$ cat src/rtl/xbus_pkg.sv
package xbus_pkg;

  typedef enum logic [2:0] {
    PH_IDLE,
    PH_ADR,
    PH_LEAD,
    PH_STB,
    PH_WEXT,
    PH_HOLD,
    PH_PAUSE
  } phase_e;

  // strobes from control to datapath, computed for the next clock
  typedef struct packed {
    logic ceOn;
    logic oeOn;
    logic weOn;
    logic driveOn;
    logic load;
    logic capture;
    logic done;
  } busCtl_t;

endpackage

$ cat src/rtl/xbus_ctrl.sv
module xbus_ctrl
  import xbus_pkg::*;
#(
  parameter int CNT_W  = 6,
  parameter int MULT_W = 2
) (
  input  logic              clk,
  input  logic              rstN,
  input  logic              cfgEnable,
  input  logic              cfgWaitMode,
  input  logic [MULT_W-1:0] cfgMult,
  input  logic [CNT_W-1:0]  tAdr,
  input  logic [CNT_W-1:0]  tCe,
  input  logic [CNT_W-1:0]  tRdStb,
  input  logic [CNT_W-1:0]  tWrStb,
  input  logic [CNT_W-1:0]  tRdHold,
  input  logic [CNT_W-1:0]  tWrHold,
  input  logic [CNT_W-1:0]  tPause,
  input  logic [CNT_W-1:0]  tWaitExt,
  input  logic              reqValid,
  input  logic              reqWrite,
  input  logic              busReadyIn,
  output logic              reqReady,
  output busCtl_t           ctl
);

  localparam int LEN_W = CNT_W + (2 ** MULT_W);

  phase_e           phase, phaseNxt;
  logic [LEN_W-1:0] cnt, cntNxt;
  logic             isWrite, isWriteNxt;
  logic             cntZero, accept;

  function automatic logic [LEN_W-1:0] phaseLoad(input logic [CNT_W-1:0] f,
                                                 input logic [MULT_W-1:0] m);
    logic [LEN_W-1:0] base;
    base = LEN_W'(f) + LEN_W'(1);
    return (base << m) - LEN_W'(1);
  endfunction

  assign cntZero  = (cnt == '0);
  assign reqReady = (phase == PH_IDLE);
  assign accept   = reqReady && reqValid && cfgEnable;

  always_comb begin
    phaseNxt   = phase;
    cntNxt     = cntZero ? cnt : cnt - LEN_W'(1);
    isWriteNxt = isWrite;
    unique case (phase)
      PH_IDLE: begin
        cntNxt = cnt;
        if (accept) begin
          phaseNxt   = PH_ADR;
          cntNxt     = phaseLoad(tAdr, cfgMult);
          isWriteNxt = reqWrite;
        end
      end
      PH_ADR: if (cntZero) begin
        phaseNxt = PH_LEAD;
        cntNxt   = phaseLoad(tCe, cfgMult);
      end
      PH_LEAD: if (cntZero) begin
        phaseNxt = PH_STB;
        cntNxt   = phaseLoad(isWrite ? tWrStb : tRdStb, cfgMult);
      end
      PH_STB: if (cntZero) begin
        if (!cfgWaitMode) begin
          phaseNxt = PH_HOLD;
          cntNxt   = phaseLoad(isWrite ? tWrHold : tRdHold, cfgMult);
        end else if (busReadyIn) begin
          phaseNxt = PH_WEXT;
          cntNxt   = phaseLoad(tWaitExt, cfgMult);
        end
      end
      PH_WEXT: if (cntZero) begin
        phaseNxt = PH_HOLD;
        cntNxt   = phaseLoad(isWrite ? tWrHold : tRdHold, cfgMult);
      end
      PH_HOLD: if (cntZero) begin
        phaseNxt = PH_PAUSE;
        cntNxt   = phaseLoad(tPause, cfgMult);
      end
      PH_PAUSE: if (cntZero) phaseNxt = PH_IDLE;
      default: phaseNxt = PH_IDLE;
    endcase
  end

  always_comb begin
    ctl.ceOn    = (phaseNxt == PH_LEAD) || (phaseNxt == PH_STB) ||
                  (phaseNxt == PH_WEXT) || (phaseNxt == PH_HOLD);
    ctl.oeOn    = !isWriteNxt && ((phaseNxt == PH_STB) || (phaseNxt == PH_WEXT));
    ctl.weOn    = isWriteNxt && ((phaseNxt == PH_STB) || (phaseNxt == PH_WEXT));
    ctl.driveOn = isWriteNxt && (phaseNxt != PH_IDLE) && (phaseNxt != PH_PAUSE);
    ctl.load    = accept;
    ctl.capture = !isWrite && ((phase == PH_STB) || (phase == PH_WEXT)) &&
                  (phaseNxt == PH_HOLD);
    ctl.done    = (phase == PH_HOLD) && (phaseNxt == PH_PAUSE);
  end

  always_ff @(posedge clk or negedge rstN) begin
    if (!rstN) begin
      phase   <= PH_IDLE;
      cnt     <= '0;
      isWrite <= 1'b0;
    end else begin
      phase   <= phaseNxt;
      cnt     <= cntNxt;
      isWrite <= isWriteNxt;
    end
  end

endmodule

$ cat src/rtl/xbus_dpath.sv
module xbus_dpath
  import xbus_pkg::*;
#(
  parameter int ADDR_W = 16,
  parameter int DATA_W = 16
) (
  input  logic              clk,
  input  logic              rstN,
  input  busCtl_t           ctl,
  input  logic              cfgWide,
  input  logic [ADDR_W-1:0] reqAddr,
  input  logic [DATA_W-1:0] reqWdata,
  input  logic [DATA_W-1:0] busDataIn,
  output logic [ADDR_W-1:0] busAddr,
  output logic              busCeN,
  output logic              busOeN,
  output logic              busWeN,
  output logic [DATA_W-1:0] busDataOut,
  output logic              busDataOe,
  output logic              doneValid,
  output logic [DATA_W-1:0] doneRdata
);

  localparam int LANE_W = DATA_W / 2;

  logic              wideQ;
  logic [DATA_W-1:0] rdataQ;

  function automatic logic [DATA_W-1:0] laneMask(input logic [DATA_W-1:0] d,
                                                 input logic wide);
    return wide ? d : {{(DATA_W - LANE_W){1'b0}}, d[LANE_W-1:0]};
  endfunction

  always_ff @(posedge clk or negedge rstN) begin
    if (!rstN) begin
      busAddr    <= '0;
      busDataOut <= '0;
      wideQ      <= 1'b1;
      rdataQ     <= '0;
    end else begin
      if (ctl.load) begin
        busAddr    <= reqAddr;
        busDataOut <= laneMask(reqWdata, cfgWide);
        wideQ      <= cfgWide;
        rdataQ     <= '0;
      end
      if (ctl.capture) rdataQ <= laneMask(busDataIn, wideQ);
    end
  end

  always_ff @(posedge clk or negedge rstN) begin
    if (!rstN) begin
      busCeN    <= 1'b1;
      busOeN    <= 1'b1;
      busWeN    <= 1'b1;
      busDataOe <= 1'b0;
      doneValid <= 1'b0;
    end else begin
      busCeN    <= !ctl.ceOn;
      busOeN    <= !ctl.oeOn;
      busWeN    <= !ctl.weOn;
      busDataOe <= ctl.driveOn;
      doneValid <= ctl.done;
    end
  end

  assign doneRdata = rdataQ;

endmodule

$ cat src/rtl/xbus_cycle_seq.sv
module xbus_cycle_seq
  import xbus_pkg::*;
#(
  parameter int ADDR_W = 16,
  parameter int DATA_W = 16,
  parameter int CNT_W  = 6,
  parameter int MULT_W = 2
) (
  input  logic              clk,
  input  logic              rstN,
  input  logic              cfgEnable,
  input  logic              cfgWide,
  input  logic              cfgWaitMode,
  input  logic [MULT_W-1:0] cfgMult,
  input  logic [CNT_W-1:0]  tAdr,
  input  logic [CNT_W-1:0]  tCe,
  input  logic [CNT_W-1:0]  tRdStb,
  input  logic [CNT_W-1:0]  tWrStb,
  input  logic [CNT_W-1:0]  tRdHold,
  input  logic [CNT_W-1:0]  tWrHold,
  input  logic [CNT_W-1:0]  tPause,
  input  logic [CNT_W-1:0]  tWaitExt,
  input  logic              reqValid,
  input  logic              reqWrite,
  input  logic [ADDR_W-1:0] reqAddr,
  input  logic [DATA_W-1:0] reqWdata,
  output logic              reqReady,
  output logic              doneValid,
  output logic [DATA_W-1:0] doneRdata,
  output logic [ADDR_W-1:0] busAddr,
  output logic              busCeN,
  output logic              busOeN,
  output logic              busWeN,
  output logic [DATA_W-1:0] busDataOut,
  output logic              busDataOe,
  input  logic [DATA_W-1:0] busDataIn,
  input  logic              busReadyIn
);

  busCtl_t ctl;

  xbus_ctrl #(.CNT_W(CNT_W), .MULT_W(MULT_W)) u_ctrl (
    .clk(clk), .rstN(rstN), .cfgEnable(cfgEnable), .cfgWaitMode(cfgWaitMode),
    .cfgMult(cfgMult), .tAdr(tAdr), .tCe(tCe), .tRdStb(tRdStb), .tWrStb(tWrStb),
    .tRdHold(tRdHold), .tWrHold(tWrHold), .tPause(tPause), .tWaitExt(tWaitExt),
    .reqValid(reqValid), .reqWrite(reqWrite), .busReadyIn(busReadyIn),
    .reqReady(reqReady), .ctl(ctl)
  );

  xbus_dpath #(.ADDR_W(ADDR_W), .DATA_W(DATA_W)) u_dpath (
    .clk(clk), .rstN(rstN), .ctl(ctl), .cfgWide(cfgWide), .reqAddr(reqAddr),
    .reqWdata(reqWdata), .busDataIn(busDataIn), .busAddr(busAddr),
    .busCeN(busCeN), .busOeN(busOeN), .busWeN(busWeN), .busDataOut(busDataOut),
    .busDataOe(busDataOe), .doneValid(doneValid), .doneRdata(doneRdata)
  );

endmodule

$ cat config.mk
export PLATFORM = sky130hd
export DESIGN_NAME = xbus_cycle_seq
export DESIGN_NICKNAME = d
export VERILOG_FILES = /design/src/rtl/xbus_pkg.sv /design/src/rtl/xbus_ctrl.sv /design/src/rtl/xbus_dpath.sv /design/src/rtl/xbus_cycle_seq.sv
export SDC_FILE = /design/constraint.sdc
export NUM_CORES = 1
export LEC_CHECK = 0
export ABC_CLOCK_PERIOD_IN_PS = 8520
export CORE_ASPECT_RATIO = 1.75
export CORE_UTILIZATION = 52
export DETAILED_ROUTE_END_ITERATION = 6
export GPL_TIMING_DRIVEN = 0
export PLACE_DENSITY_LB_ADDON = 0.12
export SLEW_MARGIN = 20
export SYNTH_ARGS = -nofsm -noshare
export SYNTH_HDL_FRONTEND = slang
export SYNTH_HIERARCHICAL = 1
export SYNTH_SLANG_ARGS = --single-unit
$ cat constraint.sdc
create_clock -name clk -period 8.52 [get_ports clk]
set_input_delay 1.278 -clock clk [delete_from_list [all_inputs] [get_ports clk]]
set_output_delay 1.278 -clock clk [all_outputs]
set_load 0.02 [all_outputs]
**Word-level counts from Yosys, hierarchy flattened**

Index checks and enable logic that the tools add are counted.

- Bits of input ports: 106
- Logic and storage cells: 95
- Register bits after elaboration: 68

- Multiplexer cells: 28
- Reductions and logical operators: 23
- Shifts and indexed selects: 6
- Equality and inequality tests: 13
- Add/subtract/negate cells: 13

Operator list:

| kind | count |
|---|---|
| $mux 10 | 9 |
| $sub 10x1->10 const B | 7 |
| $mux 16 | 4 |
| $pmux 10 s6 | 1 |
| $shl 10x2->10 | 6 |
| $add 6x1->7 const B | 6 |
| $mux 3 | 9 |
| $pmux 3 s7 | 1 |
| $eq 3x3->1 const B | 6 |
| $eq 3x2->1 const B | 4 |
| $mux 6 | 2 |
| $logic_not 10->1 | 1 |
| $logic_and 1x1->1 | 9 |
| $logic_not 1->1 | 5 |
| $logic_or 1x1->1 | 5 |
| $eq 3x1->1 const B | 1 |
| $logic_not 3->1 | 1 |
| $ne 3x3->1 const B | 1 |
| $reduce_bool 3->1 | 1 |
| $mux 1 | 2 |
| $ne 2x2->1 const B | 1 |
| $reduce_bool 2->1 | 1 |

**Logic depth before layout (Yosys ltp)**

- Depth in word-level cells: 10
- Mapped depth: 16

**Modules after synthesis**

Netlist, hierarchy kept.

Modules (own cells, without submodules):

| module | area an instance (µm²) | cells an instance | sequential area each (µm²) | times used |
|---|---|---|---|---|
| xbus_ctrl | 5069.9 | 763 | 350.3 | 1 |
| xbus_dpath | 2084.5 | 133 | 1356.3 | 1 |

**Worst setup path after synthesis**

Ideal clock, no wire load.

- Path kind: in2reg
- From: input cfgMult[1]
- To: register u_ctrl.cnt[8]
- Stages on the path: 14
- Setup slack: 4.399 ns
- Library setup time: 0.136 ns
- Arrival time: 3.985 ns
- Required time: 8.384 ns
- Cells stage by stage: clkbuf_1 -> clkbuf_1 -> buf_1 -> clkbuf_1 -> or2_2 -> ha_1 -> inv_1 -> a211oi_1 -> nand3_1 -> nor4_1 -> xor2_1 -> o221ai_1 -> a221oi_1 -> a31oi_1

- Cells in the longest elaborated chain, start to end: 6
- Elaborated cells between the ends (all ways): 21
- Classes of those cells: 6 x add/sub; 6 x shift; 9 x mux

RTL lines:

| what | line | text |
|---|---|---|
| start: declaration | xbus_cycle_seq.sv:14 | `input logic [MULT_W-1:0] cfgMult,` |
| $shl 10x2->10 | xbus_ctrl.sv:38 | `return (base << m) - LEN_W'(1);` |
| $sub 10x1->10 | xbus_ctrl.sv:38 |  |
| $mux 10 | xbus_ctrl.sv:70 | `end else if (busReadyIn) begin` |
| $mux 10 | xbus_ctrl.sv:67 | `if (!cfgWaitMode) begin` |
| $mux 10 | xbus_ctrl.sv:66 | `PH_STB: if (cntZero) begin` |
| $pmux 10 s6 * | xbus_ctrl.sv:49 | `unique case (phase)` |
| end signal: assignment | xbus_ctrl.sv:107 | `cnt <= cntNxt;` |
| end: declaration | xbus_ctrl.sv:30 | `logic [LEN_W-1:0] cnt, cntNxt;` |

Mark *: on every way between the ends. The rest lies on a longest branch, timed or not. The select of a mux whose other input is x is not followed.
A chain may end at the register's enable or synchronous reset.

**Worst setup path in the final report**

Ends and elaborated chain as after synthesis.

==> flow_metrics.env <==
export IMPL_synth_flop_cell="dfrtp_1"
export IMPL_synth_cells=896
export IMPL_crit_required_ps=8680
export IMPL_synthToLayoutAreaGrowth_pct=29.2
export IMPL_clk_latency_ps=320
export IMPL_leakagePower_nw=3.63
export IMPL_max_slew_worst_pin_slew_ps=1130
export IMPL_first_global_vias=7597
export IMPL_async_flop_share_pct=100
export IMPL_p_total_mw=2.46
export IMPL_grt_pass1_wl_um=41400
export IMPL_synth_nets=1015
export IMPL_synth_edf_count=0
export IMPL_rsz0062_at_grt="false"
export IMPL_fmax_mhz=154
export IMPL_period_needed_ps=6470
export IMPL_rows=56
export IMPL_finalCritPeriodShare_pct=76.0
export IMPL_clock_sinks=68
export IMPL_antenna_left=0
export IMPL_port_buffers=155
export IMPL_fin_ws_ps=2050
export IMPL_cts_resized=0
export IMPL_yosysSeqAreaShare_pct=23.9
export IMPL_dp_slack_ps=2170
export IMPL_startpoint="cfgMult[1]"
export IMPL_syn_avg_cell_area_um2=7.98
export IMPL_timing_rr_start="u_ctrl/isWrite$_DFF_PN0_"
export IMPL_gp_congestion=1.09
export IMPL_drv_slew=0
export IMPL_min_from="u_dpath/doneRdata[6]$_DFFE_PN0P_"
export IMPL_initial_core_util_pct=53.5
export IMPL_numCtsBuffers=9
export IMPL_drive_above_1_share_pct=8.81
export IMPL_ys_warn_count=6
export IMPL_cts_setup_buffers=0
export IMPL_drt_iter0_markers=572
export IMPL_cts_root_buf="clkbuf_16"
export IMPL_critPathCaptureType="register"
export IMPL_ys_types=76
export IMPL_crit_arrival_ps=6630
export IMPL_first_pass_iters=7
export IMPL_wl_per_cell_um=21.8
export IMPL_fin_tns_setup_ps=0
export IMPL_hold_worst_slack_ps=492
export IMPL_synth_seq_cells=68
export IMPL_vias=7938
export IMPL_finalHoldViolations=0
export IMPL_die_area_um2=14200
export IMPL_finalSetupViolCount=0
export IMPL_grt_start_max_net_pins=60
export IMPL_postLayoutCoreUtil_pct=69.0
export IMPL_postCtsHoldBufs=0
export IMPL_drc=0
export IMPL_outcome="complete, no violations"
export IMPL_fp_dieW_um=90.7
export IMPL_maxSlewHeadroom_pct=23.6
export IMPL_routed_wl_um=27000
export IMPL_clkTransAtPathRegs_ps=50
export IMPL_cp_start_kind="input port"
export IMPL_antenna_found_initial=0
export IMPL_grt_usage_pct=38.2
export IMPL_diodes=0
export IMPL_ctsLongestPathBuffers=2
export IMPL_fin_skew_ps=4.45
export IMPL_power_density_nw_per_um2=266
export IMPL_cts_tree="built"
export IMPL_drv_cap=0
export IMPL_post_dp_hpwl_um=21200
export IMPL_die_y_um=157
export IMPL_path_class="input port to register"
export IMPL_ir_worst_vdd_v=0.000188
export IMPL_min_path_type="register to register"
export IMPL_num_io_pins=160
export IMPL_core_area_um2=13400
export IMPL_globalRouteOverflowTotal=0
export IMPL_cp_max_fo=10
export IMPL_h_tree_depth=3
export IMPL_vias_per_cell=6.40
export IMPL_fin_nets=1182
export IMPL_syn_cell_area_um2=7150
## power breakdown
group	internal, mW	switching [mW]	leakage (nW)
Combinational	0.663	0.878	2.63
Sequential	0.465	0.0947	0.861
Clock	0.232	0.124	0.140
Total	1.36	1.10	3.63
## kinds of logic (layout without fill, tap and decap cells)
kind of cell / after synthesis / count (layout) / share of synthesized area [%]
muxes: 58 / 58 / 10.7
DFF: 68 / 68 / 23.9
and+or+nand+nor: 312 / 312 / 22.2
xor gates and xnor gates: 61 / 61 / 7.57
buffers and inverters: 94 / 265 / 5.91
adders and majority gates: 13 / 13 / 2.27
AOI/OAI and AO/OA: 290 / 290 / 27.5
## Yosys cell counts (18+ instances only)
master / count / area share (%)
nand3_1: 37 / 2.6
nor2_1: 67 / 3.5
a22o_1: 18 / 2.2
o21ai_0: 62 / 4.3
inv_1: 29 / 1.5
a21oi_1: 63 / 4.4
xnor2_1: 28 / 3.4
nand2_1: 78 / 4.1
clkbuf_1: 36 / 1.9
mux2i_1: 22 / 3.1
nor3_1: 25 / 1.7
dfrtp_1: 64 / 22
mux2_4: 25 / 5.2
xor2_1: 32 / 3.9
o211ai_1: 21 / 2.2
## routing by layer
metal	vias up	part of all wire, %	global-route usage, %
met3	133	6.4	6.33
met4	0	9.5	35.7
met2	442	49	66.1
met5	-	0	0
li1	3722	-	-
met1	3641	35	38.8
## path summary, 6_finish.rpt
path / depth (start not counted) / end / slack [ps]
max: 15 / u_ctrl/cnt[8]$_DFFE_PN0P_ / 2050
min reg2reg: 1 / u_dpath/doneRdata[6]$_DFFE_PN0P_ / 490
max reg2reg: 16 / u_ctrl/cnt[8]$_DFFE_PN0P_ / 3480
min: 1 / u_dpath/doneRdata[6]$_DFFE_PN0P_ / 490
max in group asynchronous: 2 / u_dpath/busCeN$_DFF_PN1_ / 7170
min in group asynchronous: 1 / u_dpath/busDataOut[5]$_DFFE_PN0P_ / 780
## worst max-delay path, stage by stage
cell,delay [ps]
clkdlybuf4s50_1,560
clkbuf_1,500
clkbuf_1,580
buf_1,550
clkbuf_1,510
or2_2,210
ha_1,140
inv_1,50
a211oi_1,260
nand3_1,150
nor4_1,350
xor2_1,380
o221ai_1,180
a221oi_1,750
a31oi_1,150
## metrics by stage
step	instances	cell area (um2)
floorplan	896	7150
global placement	1225	8920
detailed placement	1226	8950
CTS	1241	9240
global route	1241	9240
finish	1241	9240
## cell usage in the layout (no fill, tap or decap), types with 13 or more instances in the layout
cell and n:
xor2_1 32, and3_1 15, xnor2_1 28, nand2_1 78
a21oi_1 63, o22ai_1 14, o211ai_1 21, o21ai_0 62
nor3_1 25, buf_2 14, a211oi_1 17, nand3_1 37
dfrtp_1 64, a22o_1 18, clkbuf_1 39, clkdlybuf4s50_1 154
inv_1 29, ha_1 13, nor2_1 67, mux2_4 25
mux2i_1 22
## registers in the layout (all words and copies together), names as in the netlist, 3 cells and up
name and flops:
u_dpath/doneRdata 16, u_dpath/busAddr 16, u_dpath/busDataOut 16, u_ctrl/cnt 10
u_ctrl/phase 3
## cell type report
type                            count  area [um2]
Timing Repair Buffer              156        1580
Buffer                             64         310
Multi-Input combinational cell    734        5030
Sequential cell                    68        1710
Inverter                           30         113
Tap cell                          174         218
Fill cell                        1147        4140
Clock inverter                      2        35.0
Clock buffer                       13         250
(Power assumes the default switching activity.)
